--- config.mk ---
export PLATFORM = sky130hd
export DESIGN_NAME = pt_walker
export DESIGN_NICKNAME = d
export VERILOG_FILES = /design/src/rtl/ptw_pkg.sv /design/src/rtl/ptw_addr.sv /design/src/rtl/ptw_perm.sv /design/src/rtl/pt_walker.sv
export SDC_FILE = /design/constraint.sdc
export NUM_CORES = 1
export LEC_CHECK = 0
export BUFFER_PORTS_ARGS = -buffer_cell sky130_fd_sc_hd__buf_2
export CORE_AREA = 2 2 129 131
export DETAILED_ROUTE_END_ITERATION = 6
export DIE_AREA = 0 0 131 133
export PLACE_DENSITY = 0.73
export SYNTH_ARGS = -nofsm -noshare
export SYNTH_HDL_FRONTEND = slang
export SYNTH_HIERARCHICAL = 1
export SYNTH_SLANG_ARGS = --single-unit
--- constraint.sdc ---
create_clock -name clk -period 6.7 [get_ports clk]
set_input_delay 1.005 -clock clk [delete_from_list [all_inputs] [get_ports clk]]
set_output_delay 1.005 -clock clk [all_outputs]
set_load 0.01 [all_outputs]
--- src/rtl/ptw_pkg.sv ---
package ptw_pkg;
    localparam int WORD_W        = 32;
    localparam int PG_SHIFT      = 12;
    localparam int IDX_W         = 10;
    localparam int ENT_LOG       = 2;
    localparam int VPN_W         = WORD_W - PG_SHIFT;
    localparam int LARGE_SHIFT   = PG_SHIFT + IDX_W;

    typedef logic [WORD_W-1:0] word_t;

    localparam word_t PAGE_MASK  = ~((word_t'(1) << PG_SHIFT) - word_t'(1));
    localparam word_t LARGE_MASK = ~((word_t'(1) << LARGE_SHIFT) - word_t'(1));

    // entry bit positions
    localparam int BIT_P   = 0;
    localparam int BIT_RW  = 1;
    localparam int BIT_US  = 2;
    localparam int BIT_ACC = 5;
    localparam int BIT_DRT = 6;
    localparam int BIT_PS  = 7;

    // control register bit positions
    localparam int CR0_PG  = 31;
    localparam int CR0_WP  = 16;
    localparam int CR4_PSE = 4;

    localparam word_t ACC_SET = word_t'(1) << BIT_ACC;
    localparam word_t DRT_SET = word_t'(1) << BIT_DRT;

    typedef enum logic [2:0] {
        ST_IDLE, ST_RD_DIR, ST_WB_DIR, ST_RD_TBL, ST_WB_TBL, ST_OK, ST_FLT
    } walk_st_e;

    typedef struct packed {
        logic is_user;
        logic is_write;
        logic prot;
    } fcode_t;

    function automatic word_t mark_used(word_t e, logic wr);
        return e | ACC_SET | (wr ? DRT_SET : '0);
    endfunction
endpackage

--- src/rtl/ptw_addr.sv ---
module ptw_addr
    import ptw_pkg::*;
(
    input  word_t                 cr3,
    input  word_t                 pde,
    input  word_t                 leaf,
    input  word_t                 a20,
    input  logic [VPN_W-1:0]      vpn,
    input  logic                  big,
    output word_t                 dir_addr,
    output word_t                 tbl_addr,
    output word_t                 phys
);
    word_t dir_off, tbl_off, sub_off;

    always_comb begin
        dir_off  = word_t'(vpn[VPN_W-1 -: IDX_W]) << ENT_LOG;
        tbl_off  = word_t'(vpn[IDX_W-1:0]) << ENT_LOG;
        sub_off  = word_t'(vpn[IDX_W-1:0]) << PG_SHIFT;
        dir_addr = ((cr3 & PAGE_MASK) + dir_off) & a20;
        tbl_addr = ((pde & PAGE_MASK) + tbl_off) & a20;
        if (big)
            phys = ((leaf & LARGE_MASK) & a20) + sub_off;
        else
            phys = leaf & a20 & PAGE_MASK;
    end
endmodule

--- src/rtl/ptw_perm.sv ---
module ptw_perm
    import ptw_pkg::*;
(
    input  word_t entry,
    input  logic  rt_rw,
    input  logic  rt_us,
    input  logic  is_user,
    input  logic  is_write,
    input  logic  wp_en,
    output logic  deny,
    output logic  wr_ok,
    output word_t upd
);
    always_comb begin
        if (is_user)
            deny = !rt_us || (is_write && !rt_rw);
        else
            deny = wp_en && is_write && !rt_rw;
        upd   = mark_used(entry, is_write);
        wr_ok = upd[BIT_DRT] && (is_user ? rt_rw : (!wp_en || rt_rw));
    end
endmodule

--- src/rtl/pt_walker.sv ---
module pt_walker
    import ptw_pkg::*;
(
    input  logic        clk,
    input  logic        rst,
    input  logic        req_valid,
    input  logic [31:0] req_addr,
    input  logic        req_write,
    input  logic        req_user,
    input  logic [31:0] cr0,
    input  logic [31:0] cr3,
    input  logic [31:0] cr4,
    input  logic [31:0] a20_mask,
    output logic        mem_req,
    output logic        mem_we,
    output logic [31:0] mem_addr,
    output logic [31:0] mem_wdata,
    input  logic        mem_ack,
    input  logic [31:0] mem_rdata,
    output logic        walk_done,
    output logic        walk_fault,
    output logic [31:0] phys_page,
    output logic        page_writable,
    output logic [2:0]  fault_code,
    output logic [31:0] fault_addr
);
    walk_st_e st;
    word_t    lin_q, pde_q, leaf_q, raw_q;
    logic     wr_q, usr_q, big_q, wok_q, prot_q;

    word_t    dir_addr, tbl_addr, phys;
    logic     deny, wr_ok, rt_rw, rt_us;
    word_t    upd;
    fcode_t   code;
    logic     ctl_unused;

    assign ctl_unused = ^{cr0[30:17], cr0[15:0], cr4[31:5], cr4[3:0]};

    ptw_addr u_addr (
        .cr3      (cr3),
        .pde      (pde_q),
        .leaf     (leaf_q),
        .a20      (a20_mask),
        .vpn      (lin_q[WORD_W-1:PG_SHIFT]),
        .big      (big_q),
        .dir_addr (dir_addr),
        .tbl_addr (tbl_addr),
        .phys     (phys)
    );

    // rights of a 4 KB leaf combine both levels
    always_comb begin
        rt_rw = mem_rdata[BIT_RW] & ((st == ST_RD_TBL) ? pde_q[BIT_RW] : 1'b1);
        rt_us = mem_rdata[BIT_US] & ((st == ST_RD_TBL) ? pde_q[BIT_US] : 1'b1);
    end

    ptw_perm u_perm (
        .entry    (mem_rdata),
        .rt_rw    (rt_rw),
        .rt_us    (rt_us),
        .is_user  (usr_q),
        .is_write (wr_q),
        .wp_en    (cr0[CR0_WP]),
        .deny     (deny),
        .wr_ok    (wr_ok),
        .upd      (upd)
    );

    always_ff @(posedge clk) begin
        if (rst) begin
            st     <= ST_IDLE;
            lin_q  <= '0;
            pde_q  <= '0;
            leaf_q <= '0;
            raw_q  <= '0;
            wr_q   <= 1'b0;
            usr_q  <= 1'b0;
            big_q  <= 1'b0;
            wok_q  <= 1'b0;
            prot_q <= 1'b0;
        end else begin
            case (st)
                ST_IDLE: if (req_valid) begin
                    lin_q  <= req_addr;
                    wr_q   <= req_write;
                    usr_q  <= req_user;
                    prot_q <= 1'b0;
                    big_q  <= 1'b0;
                    if (!cr0[CR0_PG]) begin
                        leaf_q <= req_addr;
                        wok_q  <= 1'b1;
                        st     <= ST_OK;
                    end else begin
                        st <= ST_RD_DIR;
                    end
                end
                ST_RD_DIR: if (mem_ack) begin
                    raw_q <= mem_rdata;
                    if (!mem_rdata[BIT_P]) begin
                        st <= ST_FLT;
                    end else if (mem_rdata[BIT_PS] && cr4[CR4_PSE]) begin
                        big_q <= 1'b1;
                        if (deny) begin
                            prot_q <= 1'b1;
                            st     <= ST_FLT;
                        end else begin
                            pde_q  <= upd;
                            leaf_q <= upd;
                            wok_q  <= wr_ok;
                            st     <= (upd != mem_rdata) ? ST_WB_DIR : ST_OK;
                        end
                    end else begin
                        pde_q <= mem_rdata | ACC_SET;
                        st    <= mem_rdata[BIT_ACC] ? ST_RD_TBL : ST_WB_DIR;
                    end
                end
                ST_WB_DIR: if (mem_ack) st <= big_q ? ST_OK : ST_RD_TBL;
                ST_RD_TBL: if (mem_ack) begin
                    raw_q <= mem_rdata;
                    if (!mem_rdata[BIT_P]) begin
                        st <= ST_FLT;
                    end else if (deny) begin
                        prot_q <= 1'b1;
                        st     <= ST_FLT;
                    end else begin
                        leaf_q <= upd;
                        wok_q  <= wr_ok;
                        st     <= (upd != mem_rdata) ? ST_WB_TBL : ST_OK;
                    end
                end
                ST_WB_TBL: if (mem_ack) st <= ST_OK;
                default:   st <= ST_IDLE;
            endcase
        end
    end

    always_comb begin
        mem_req   = (st == ST_RD_DIR) || (st == ST_WB_DIR) ||
                    (st == ST_RD_TBL) || (st == ST_WB_TBL);
        mem_we    = (st == ST_WB_DIR) || (st == ST_WB_TBL);
        mem_addr  = ((st == ST_RD_DIR) || (st == ST_WB_DIR)) ? dir_addr : tbl_addr;
        mem_wdata = (st == ST_WB_DIR) ? pde_q : leaf_q;
        code      = '{is_user: usr_q, is_write: wr_q, prot: prot_q};
    end

    assign walk_done     = (st == ST_OK) || (st == ST_FLT);
    assign walk_fault    = (st == ST_FLT);
    assign phys_page     = phys;
    assign page_writable = wok_q;
    assign fault_code    = code;
    assign fault_addr    = lin_q;


    done_pulse_chk: assert property (@(posedge clk) disable iff (rst)
        walk_done |=> !walk_done);


    mem_hold_chk: assert property (@(posedge clk) disable iff (rst)
        (mem_req && !mem_ack) |=> (mem_req && $stable(mem_addr) && $stable(mem_we)));


    wb_superset_chk: assert property (@(posedge clk) disable iff (rst)
        mem_we |-> ((mem_wdata & raw_q) == raw_q) && mem_wdata[BIT_ACC]);


    unpaged_rw_chk: assert property (@(posedge clk) disable iff (rst)
        (walk_done && !walk_fault && !cr0[CR0_PG]) |-> page_writable);


    reset_quiet_chk: assert property (@(posedge clk)
        $past(rst) |-> (!walk_done && !mem_req));
endmodule

==> results of run 1 <==
-- through the flow --
| step | util, % | cell area (um^2) | power, mW |
|---|---|---|---|
| 2_1_floorplan | - | 6635 | 1.185 |
| 3_3_place_gp | 46.65 | 7543 | 1.376 |
| 3_5_place_dp | 46.65 | 7543 | 1.389 |
| 4_1_cts | 48.43 | 7831 | 1.921 |
| 5_1_grt | 48.43 | 7831 | 2.017 |
| 6_report | 48.44 | 7834 | 1.901 |
-- report_power, final --
part / internal (mW) / switching (mW)
registers: 0.688 / 0.0565
clock network: 0.296 / 0.235
logic: 0.264 / 0.361
-- final cells by class --
cell class,instances,area (um^2),area share (%)
timing repair buffer,250,1269,16.20
sequential,104,2082,26.58
clock buffer,11,242.7,3.099
multi-input combinational,649,3906,49.86
antenna,1,2.502,0.03194
tap,220,275.3,3.514
inverter,3,11.26,0.1437
clock inverter,4,45.04,0.5750
-- synth_stat cells (3+ instances only) --
cell      instances
a211oi_1          4
a21oi_1          43
a311oi_1         61
and2_1           71
buf_2            19
buf_4            54
buf_6             5
clkbuf_1         33
dfxtp_1         104
inv_1             3
mux2_2           64
nand2_1         215
nand2b_1          6
nand4_1           8
nor2_1           77
nor2b_1           4
nor3_1            3
o21a_1            3
o21ai_0           4
o21ai_2          10
xnor2_1          34
-- cell families after synthesis --
| kind of cell | synth area share (%) |
|---|---|
| AOI/OAI and AO/OA | 15.37 |
| xor gates and xnor gates | 4.527 |
| buffers and inverters | 10.52 |
| DFF | 31.65 |
| muxes | 10.95 |
| other | 0.1142 |
| and+or+nand+nor | 26.87 |
-- worst paths after layout --
check	cells after the start	end	start	slack, ps
setup / recovery	4	mem_addr[10]	st[0]	2940
hold / removal	2	fault_addr[1]	fault_addr[1]	450
setup reg to reg	6	pde_q[8]	st[0]	3090
hold reg to reg	2	fault_addr[1]	fault_addr[1]	450
-- worst max-delay path, delay by kind of cell (launching register included) --
kind / cells / cell delay, ps
xor+xnor: 1 / 230
buf+inv: 1 / 140
flops: 1 / 800
mux: 1 / 420
simple gates: 1 / 760
-- per-layer routing --
layer | track usage [%] | share of wire [%] | vias to the layer above
li1 | - | - | 3158
met1 | 28.18 | 41 | 2955
met2 | 39.41 | 50 | 225
met3 | 5.782 | 7.3 | 26
met4 | 6.028 | 1.9 | 0
met5 | 0 | 0 | -
-- sequential cells by signal, indices dropped and copies added (netlist names) --
name	count
st	3
wr_q	1
prot_q	1
leaf_q	32
fault_addr	32
page_writable	1
usr_q	1
big_q	1
pde_q	32
==> run summary, run 1 <==
Crit share post-route: 56.11%
CP Launch Type: flop
Clk buf depth: 2
Worst-Margin Slew: 1200 ps
Die height: 133 um
Rows: 47
Final Wtd Congestion: 0.7773
Fraction of the yosys area taken by sequential cells: 31.65%
Global-route wire length before repair: 30.82 mm
Slew margin rel.: 19.99%
Most frequent cells in the layout: 243 x buf_2, 215 x nand2_1, 104 x dfxtp_1
Global route overflow: 0
Area leader, netlist: dfxtp_1
PostCTS Resize Cnt: 0
Die outline area: 0.01742 mm^2
Netlist cell types: 44
Largest net degree at the start of global routing: 105
Post-synth EDFFs: 0
Chip width: 131 um
CTS HTree Levels: 3
Post-synth top area share: 31.65%
CTS sink count: 104
Port bufs: 244
Post-synth ARST share: 0%
Slowest cell on crit path: dfxtp_1
TritonCTS buffer count: 9
DRC Markers: 0
Pre-CTS setup slack: 2844 ps
Final worst slack: 2941 ps
Final nets: 1215
DRT antenna net count: 0
Clock latency at the later pin of the worst-skew pair: 350 ps
Synth-to-Final Area Change: 19.08%
Routed len/inst: 16.28 um
Pre-antenna DRT Iters: 5
#FFs+latches synth: 104
CP Class: flop to primary output
Antenna violations before repair: 0
Top FF cell, synth: dfxtp_1
CP Cell Sequence: xnor2_1, nor2_4, mux2_2, buf_2
Vias in the first global route: 5854
# hold bufs at CTS: 0
Outcome: completed
Final WL: 20.22 mm
HP Class: flop to flop
P per Cell Area: 242.7 mW/mm^2
I/O pin count: 334
Synthesis warning total: 6
Cells after Synth: 852
RSZ-0062 raised after global routing: no
Detailed Place HPWL: 14.56 mm
Via count: 6364
Post-CTS Setup Repair Bufs: 0
Max stage delay on crit path: 800 ps
CP Capture Type: primary output
Fin cells: 1242
Clock slew at reported path FFs: 70 ps
Fmax: 0.2660 GHz
Placed cells: 1226
Final setup viols: 0
Mapped Area: 0.006579 mm^2
Hold slack final: 454.5 ps
Slew Viols, Final: 0
DRT iter0 DRCs: 316
Initial Util: 40.68%
Share of cells above drive strength 1: 34.28%
Final Hold Viols: 0
FILL cells: 1641
Fin crit period: 3759 ps
Clock Skews: 6.556 ps
Via density: 5.124
Core Box Area: 0.01617 mm^2
Total leakage power: 3.494 nW
CTS root buf: clkbuf_16
Post-Syn Area per Cell: 7.722 um^2
Commonest non-fill, non-tap cell in the layout: buf_2
Critical Path Fanout Max: 32
Synth top area cells: dfxtp_1 32%, nand2_1 12%, mux2_2 11%, a311oi_1 8.1%, and2_1 6.8%
Tot GR Track Use: 22.88%
CP required: 5690 ps
Worst vdd ir: 172.2 uV
TNS Setup: 0 ps
CTS tree: done
CP Data Arrival Time: 2750 ps
Max Cap Violations: 0
Note: power is estimated with default switching activity, not from simulation.
==> run 2, diff against run 1 <==
--- a/config.mk
+++ b/config.mk
@@ -5,11 +5,12 @@
 export SDC_FILE = /design/constraint.sdc
 export NUM_CORES = 1
 export LEC_CHECK = 0
+export ABC_AREA = 1
 export BUFFER_PORTS_ARGS = -buffer_cell sky130_fd_sc_hd__buf_2
-export CORE_AREA = 2 2 129 131
+export CORE_MARGIN = 2
+export CORE_UTILIZATION = 42
 export DETAILED_ROUTE_END_ITERATION = 6
-export DIE_AREA = 0 0 131 133
-export PLACE_DENSITY = 0.73
+export PLACE_DENSITY = 0.77
 export SYNTH_ARGS = -nofsm -noshare
 export SYNTH_HDL_FRONTEND = slang
 export SYNTH_HIERARCHICAL = 1
==> constraint.sdc (replaced) <==
create_clock -name clk -period 3.3 [get_ports clk]
set_input_delay 0.495 -clock clk [delete_from_list [all_inputs] [get_ports clk]]
set_output_delay 0.495 -clock clk [all_outputs]
set_load 0.01 [all_outputs]
==> run 2 against run 1 <==
Effect of this change: core utilization up 2.6 points; design area rose by 2.4%; total power grew to 3.0 times the previous value; synthesized cell count rose by 18%; sequential share of layout area is 0.61 points lower; die area down 2.7%; area after synthesis is 1.7% higher; global-route usage up 2.1 points; sequential cell count did not move; first-iteration DRC count up 47%; routed wire length is 7.0% higher; critical path type is now flop to flop; critical endpoint is now pde_q[18]; highest routed layer is now met5.
==> run summary, run 2 <==
Outcome: completed
Clock Skews: 7.095 ps (+0.5390 ps)
PostCTS Resize Cnt: 0 (unchanged)
Met2 usage: 44.63% (+5.2 points)
Netlist cell types: 28 (-36%)
Grt met1 use: 29.24% (+1.1 points)
#FFs+latches synth: 104 (unchanged)
I/O pin count: 334 (unchanged)
Pre-antenna DRT Iters: 5 (unchanged)
Critical Path Fanout Max: 63 (+97%)
Total leakage power: 4.466 nW (+28%)
Initial Util: 42.59% (+1.9 points)
Detailed Place HPWL: 15.58 mm (+7.0%)
Fmax: 0.3682 GHz
Pre-CTS setup slack: 627.9 ps (-2217 ps)
Routed len/inst: 15.39 um (-5.5%)
Slew Viols, Final: 0 (unchanged)
Post-synth top area share: 31.11% (-0.54 points)
Slowest cell on crit path: dfxtp_1
CTS root buf: clkbuf_16
HP Class: primary input to flop
CP Launch Type: flop
Tot GR Track Use: 24.96% (+2.1 points)
P per Cell Area: 708.4 mW/mm^2 (+190%)
Vias in the first global route: 6331 (+8.1%)
Synth top area cells: dfxtp_1 31%, nand2_1 18%, mux2_2 11%, a31oi_1 6.0%, inv_1 5.9%
Fin crit period: 2716 ps
CP Class: flop to flop
Met3 Usage GRT: 6.888% (+1.1 points)
CP Cell Sequence: inv_2, nor2_1, nand2_1, o21a_1, or2_0, nand2_1, inv_1, nor2_1, inv_1, nand3_1, inv_2, o21ai_0, a31oi_1
Worst R2R End: pde_q[18]
Final worst slack: 584.0 ps (-2357 ps)
CTS tree: done
Global route overflow: 0 (unchanged)
Die outline area: 0.01696 mm^2 (-2.7%)
Synth-to-Final Area Change: 19.82%
CTS sink count: 104 (unchanged)
Cells after Synth: 1003 (+18%)
Post-Syn Area per Cell: 6.673 um^2 (-14%)
Final setup viols: 0 (unchanged)
Fin cells: 1406 (+13%)
RSZ-0062 raised after global routing: no
CTS HTree Levels: 3 (unchanged)
Post-CTS Setup Repair Bufs: 0 (unchanged)
CP Data Arrival Time: 2900 ps (+150 ps)
Global-route wire length before repair: 32.63 mm (+5.9%)
CP Capture Type: flop
Max stage delay on crit path: 400 ps (-400 ps)
Rows: 46 (-2.1%)
Final nets: 1379 (+13%)
Crit share post-route: 82.30%
DRT iter0 DRCs: 463 (+47%)
Worst vdd ir: 437.0 uV (+150%)
Final Hold Viols: 0 (unchanged)
Hold slack final: 416.4 ps (-38.15 ps)
Max Cap Violations: 0 (unchanged)
Chip width: 130.2 um (-0.58%)
Most frequent cells in the layout: 325 x nand2_1, 244 x buf_2, 104 x inv_1, 104 x dfxtp_1, 64 x a31oi_1
# hold bufs at CTS: 0 (unchanged)
Core Box Area: 0.01571 mm^2 (-2.8%)
Worst-Margin Slew: 1010 ps (-190.0 ps)
Top FF cell, synth: dfxtp_1
Slew margin rel.: 32.56% (+13 points)
Commonest cells post-synth: 327 x nand2_1, 105 x inv_1, 104 x dfxtp_1, 64 x a31oi_1, 63 x mux2_2
Design Area, Final: 0.008019 mm^2 (+2.4%)
Path depth of the worst reg2reg path: 13 (+7)
WHS Endpoint: usr_q
Delay-heaviest family, CP: simple AND/OR/NAND/NOR gates
TNS Setup: 0 ps (unchanged)
Via count: 6934 (+9.0%)
Area leader, netlist: dfxtp_1
Placed inst area: 0.007710 mm^2 (+2.2%)
Clock latency at the later pin of the worst-skew pair: 350 ps (about the same)
Fraction of the yosys area taken by sequential cells: 31.11% (-0.54 points)
Final WL: 21.64 mm (+7.0%)
Hold Path Stages: 3 (+1)
Top-count cell post-synth: nand2_1
Via density: 4.932 (-3.8%)
Placed cells: 1386 (+13%)
Worst r2r src: st[1]
CP required: 3480 ps (-2210 ps)
Post-synth ARST share: 0% (unchanged)
CP bufs+invs: 4 (+3)
Largest net degree at the start of global routing: 66 (-37%)
TritonCTS buffer count: 9 (unchanged)
Die height: 130.2 um (-2.1%)
DRC Markers: 0 (unchanged)
Hold Path Origin: req_user
Clk buf depth: 2 (unchanged)
GRT Max-Usage Layer: met2
Mapped Area: 0.006693 mm^2 (+1.7%)
Final Wtd Congestion: 0.9059 (+17%)
Clock slew at reported path FFs: 70 ps (about the same)
Synthesis warning total: 6 (unchanged)
Share of cells above drive strength 1: 29.76% (-4.5 points)
Port bufs: 244 (unchanged)
DRT antenna net count: 0 (unchanged)
Post-synth EDFFs: 0 (unchanged)
R2R setup slack: 580 ps (-2510 ps)
Antenna violations before repair: 3 (+3)
Commonest non-fill, non-tap cell in the layout: nand2_1
[run 2: changes by cell type after synthesis, sizes merged, moves of 13 or more]
cell / change
and2: -71
xnor2: -13
nand3: +53
nor2: -50
o21ai: +54
inv: +111
nand2: +114
a311oi: -60
a31oi: +63
[run 2: kinds of logic after synthesis]
| kind of cell | synth area share (%) |
|---|---|
| AND/OR/NAND/NOR | 24.75 |
| multiplexers | 10.60 |
| flip-flops | 31.11 |
| other | 0.1122 |
| XOR/XNOR | 2.748 |
| buffers and inverters | 15.89 |
| AO/OA/AOI/OAI | 14.79 |
[run 2: per-stage QoR]
stage	total power [mW]	util (%)
2_1_floorplan	3.727	-
3_3_place_gp	4.552	49.07
3_5_place_dp	4.613	49.07
4_1_cts	5.714	50.97
5_1_grt	6.087	50.97
6_report	5.680	51.04
[run 2: worst max-delay path by stage]
stage | from | to | slack (ps) | cells past startpoint
CTS | st[0] | mem_addr[22] | 570 | 7
global route | st[1] | pde_q[1] | 250 | 13
detailed placement | st[1] | pde_q[18] | 630 | 13
global placement | st[1] | pde_q[19] | 710 | 13
finish | st[1] | pde_q[18] | 580 | 13
floorplan | st[1] | pde_q[16] | 1280 | 14
[run 2: power breakdown]
part	internal (mW)	switching (mW)
clock network	0.609	0.491
logic	1.08	1.67
registers	1.58	0.247
[run 2: layer usage]
layer | share of wire [%] | up-vias
li1 | - | 3531
met1 | 40 | 3095
met2 | 48 | 276
met3 | 9.7 | 30
met4 | 1.8 | 2
met5 | 0.046 | -
[run 2: cell type report]
type / count / area, um^2
Clock inverter: 5 / 56.30
Inverter: 114 / 430.4
Sequential cell: 104 / 2082
Antenna cell: 4 / 10.01
Tap cell: 216 / 270.3
Clock buffer: 11 / 242.7
Fill cell: 1605 / 7694
Timing Repair Buffer: 257 / 1319
Multi-Input combinational cell: 695 / 3608
[run 2: worst register-to-register path, cell delays in order (launching register included)]
cell,delay [ps]
dfxtp_1,400
inv_2,50
nor2_1,280
nand2_1,160
o21a_1,190
or2_0,210
nand2_1,140
inv_1,70
nor2_1,110
inv_1,70
nand3_1,120
inv_2,370
o21ai_0,320
a31oi_1,60
==> run 3, diff against run 2 <==
--- a/config.mk
+++ b/config.mk
@@ -7,10 +7,10 @@
 export LEC_CHECK = 0
 export ABC_AREA = 1
 export BUFFER_PORTS_ARGS = -buffer_cell sky130_fd_sc_hd__buf_2
-export CORE_MARGIN = 2
-export CORE_UTILIZATION = 42
+export CORE_AREA = 2 2 130 132
 export DETAILED_ROUTE_END_ITERATION = 6
-export PLACE_DENSITY = 0.77
+export DIE_AREA = 0 0 132 134
+export PLACE_DENSITY = 0.73
 export SYNTH_ARGS = -nofsm -noshare
 export SYNTH_HDL_FRONTEND = slang
 export SYNTH_HIERARCHICAL = 1
==> constraint.sdc (replaced) <==
create_clock -name clk -period 2.8 [get_ports clk]
set_input_delay 0.42 -clock clk [delete_from_list [all_inputs] [get_ports clk]]
set_output_delay 0.42 -clock clk [all_outputs]
set_load 0.01 [all_outputs]
==> run 3 against run 2 <==
Effect of this change: maximum frequency increased by 7.9%; highest routed layer unchanged; largest cell class unchanged; setup slack got worse by 300 ps; combinational power increased by 20%; critical endpoint is now pde_q[19]; sequential cell count unchanged; clock power increased by 12%; design area increased by 0.34%.
==> run summary, run 3 (same netlist as run 2, synthesis figures left out) <==
Outcome: completed
Post-CTS Setup Repair Bufs: 0 (unchanged)
Via density: 4.977 (+0.92%)
Synth-to-Final Area Change: 20.23%
Met3 Usage GRT: 6.878% (-0.0098 points)
CP Data Arrival Time: 2720 ps (-180 ps)
Max stage delay on crit path: 400 ps (about the same)
Crit. Startpoint: st[1]
DRT antenna net count: 0 (unchanged)
Slew margin rel.: 58.30% (+26 points)
CP Class: flop to flop
Rows: 47 (+2.2%)
GRT Max-Usage Layer: met2
CP Launch Type: flop
Critical Path Fanout Max: 63 (unchanged)
Crit path to: pde_q[19]
Via count: 7013 (+1.1%)
Grt met1 use: 31.07% (+1.8 points)
Die outline area: 0.01769 mm^2 (+4.3%)
CP Capture Type: flop
I/O pin count: 334 (unchanged)
Share of cells above drive strength 1: 29.97% (+0.20 points)
Slowest cell on crit path: dfxtp_1
Tot GR Track Use: 24.71% (-0.25 points)
Final nets: 1381 (+0.15%)
R2R setup slack: 280 ps (-300 ps)
Clock Skews: 4.513 ps (-2.582 ps)
Final Hold Viols: 0 (unchanged)
Clock slew at reported path FFs: 70 ps (about the same)
CTS root buf: clkbuf_16
Fin util: 49.40% (-1.6 points)
Chip width: 132 um (+1.4%)
Final Wtd Congestion: 0.8716 (-3.8%)
Total leakage power: 4.479 nW (+0.29%)
Commonest non-fill, non-tap cell in the layout: nand2_1
Max Cap Violations: 0 (unchanged)
Crit share post-route: 89.86% (+7.6 points)
Routed len/inst: 15.49 um (+0.67%)
Fmax: 0.3974 GHz (+7.9%)
Die height: 134 um (+2.9%)
Slew Viols, Final: 0 (unchanged)
Initial Util: 41.09% (-1.5 points)
HP Class: primary input to flop
Clock latency at the later pin of the worst-skew pair: 350 ps (about the same)
RSZ-0062 raised after global routing: no
Design Area, Final: 0.008046 mm^2 (+0.34%)
FILL cells: 1699 (+5.9%)
CTS tree: done
Antenna violations before repair: 2 (-1)
Placed inst area: 0.007755 mm^2 (+0.58%)
TNS Setup: 0 ps (unchanged)
Final WL: 21.83 mm (+0.89%)
Met2 usage: 40.74% (-3.9 points)
CTS HTree Levels: 3 (unchanged)
Global-route wire length before repair: 34.68 mm (+6.3%)
Path depth of the worst reg2reg path: 13 (unchanged)
Final setup viols: 0 (unchanged)
Worst-Margin Slew: 625.5 ps (-384.6 ps)
Largest net degree at the start of global routing: 66 (unchanged)
P per Cell Area: 829.0 mW/mm^2 (+17%)
DRC Markers: 0 (unchanged)
Most frequent cells in the layout: 325 x nand2_1, 244 x buf_2, 104 x inv_1, 104 x dfxtp_1, 64 x a31oi_1
DRT iter0 DRCs: 418 (-9.7%)
Worst vdd ir: 621.5 uV (+42%)
CP required: 3010 ps (-470 ps)
Global route overflow: 0 (unchanged)
Worst r2r src: st[1]
Core Box Area: 0.01629 mm^2 (+3.7%)
CP Cell Sequence: inv_2, nor2_1, nand2_1, o21a_1, or2_0, nand2_1, inv_1, nor2_1, inv_1, nand3_1, inv_4, o21ai_0, a31oi_1
Fin crit period: 2516 ps (-199.9 ps)
Clk buf depth: 2 (unchanged)
Vias in the first global route: 6628 (+4.7%)
Pre-antenna DRT Iters: 7 (+2)
Hold slack final: 335.9 ps (-80.51 ps)
Port bufs: 244 (unchanged)
CTS sink count: 104 (unchanged)
Detailed Place HPWL: 15.71 mm (+0.82%)
TritonCTS buffer count: 9 (unchanged)
Power, Total: 6.671 mW (+17%)
Worst R2R End: pde_q[19]
-- run 3: timing repair --
action                     4_1_cts  5_1_grt
hold endpoints to repair         0        0
resized for setup                0        4
hold buffers                     0        0
setup endpoints to repair        0       59
-- run 3: final cells by class --
class                   count  area, um^2  area share [%]
inverters                 114       435.4           5.411
repair buffers            259        1359           16.89
multi-input cells         695        3608           44.85
well taps                 220       275.3           3.421
clock buffers              11       252.7           3.141
diodes                      1       2.502         0.03110
flip-flops and latches    104        2082           25.87
clock inverters             5       31.28          0.3887
-- run 3: report_power, final --
part | leakage (nW) | internal [mW] | switching, mW
clock network | 0.141 | 0.650 | 0.579
registers | 0.851 | 1.86 | 0.285
logic | 3.49 | 1.30 | 2.00
total | 4.48 | 3.81 | 2.86
-- run 3: critical path, delay by kind of cell (launching register included) --
| family | cells | cell delay [ps] |
|---|---|---|
| AOI/OAI and AO/OA | 3 | 520 |
| buffers and inverters | 4 | 410 |
| DFF | 1 | 400 |
| and+or+nand+nor | 6 | 1020 |
-- run 3: how the worst min path moves through the flow --
stage | start | cells after the start | slack (ps) | end
2_1_floorplan | prot_q | 2 | 440 | prot_q
3_3_place_gp | fault_addr[8] | 2 | 450 | fault_addr[8]
3_5_place_dp | fault_addr[5] | 2 | 450 | fault_addr[5]
4_1_cts | req_user | 3 | 320 | usr_q
5_1_grt | req_addr[12] | 3 | 340 | leaf_q[12]
6_report | req_user | 3 | 340 | usr_q
-- run 3: layer usage --
layer / up-vias / wire length [um]
li1: 3530 / -
met1: 3136 / 9243
met2: 307 / 9976
met3: 38 / 1927
met4: 2 / 663
met5: - / 16
-- run 3: stage by stage --
| stage | instances | setup slack [ps] |
|---|---|---|
| 2_1_floorplan | 1018 | 782.1 |
| 3_3_place_gp | 1392 | 247.2 |
| 3_5_place_dp | 1392 | 144.1 |
| 4_1_cts | 1408 | 112.4 |
| 5_1_grt | 1408 | 17.80 |
| 6_report | 1409 | 283.9 |
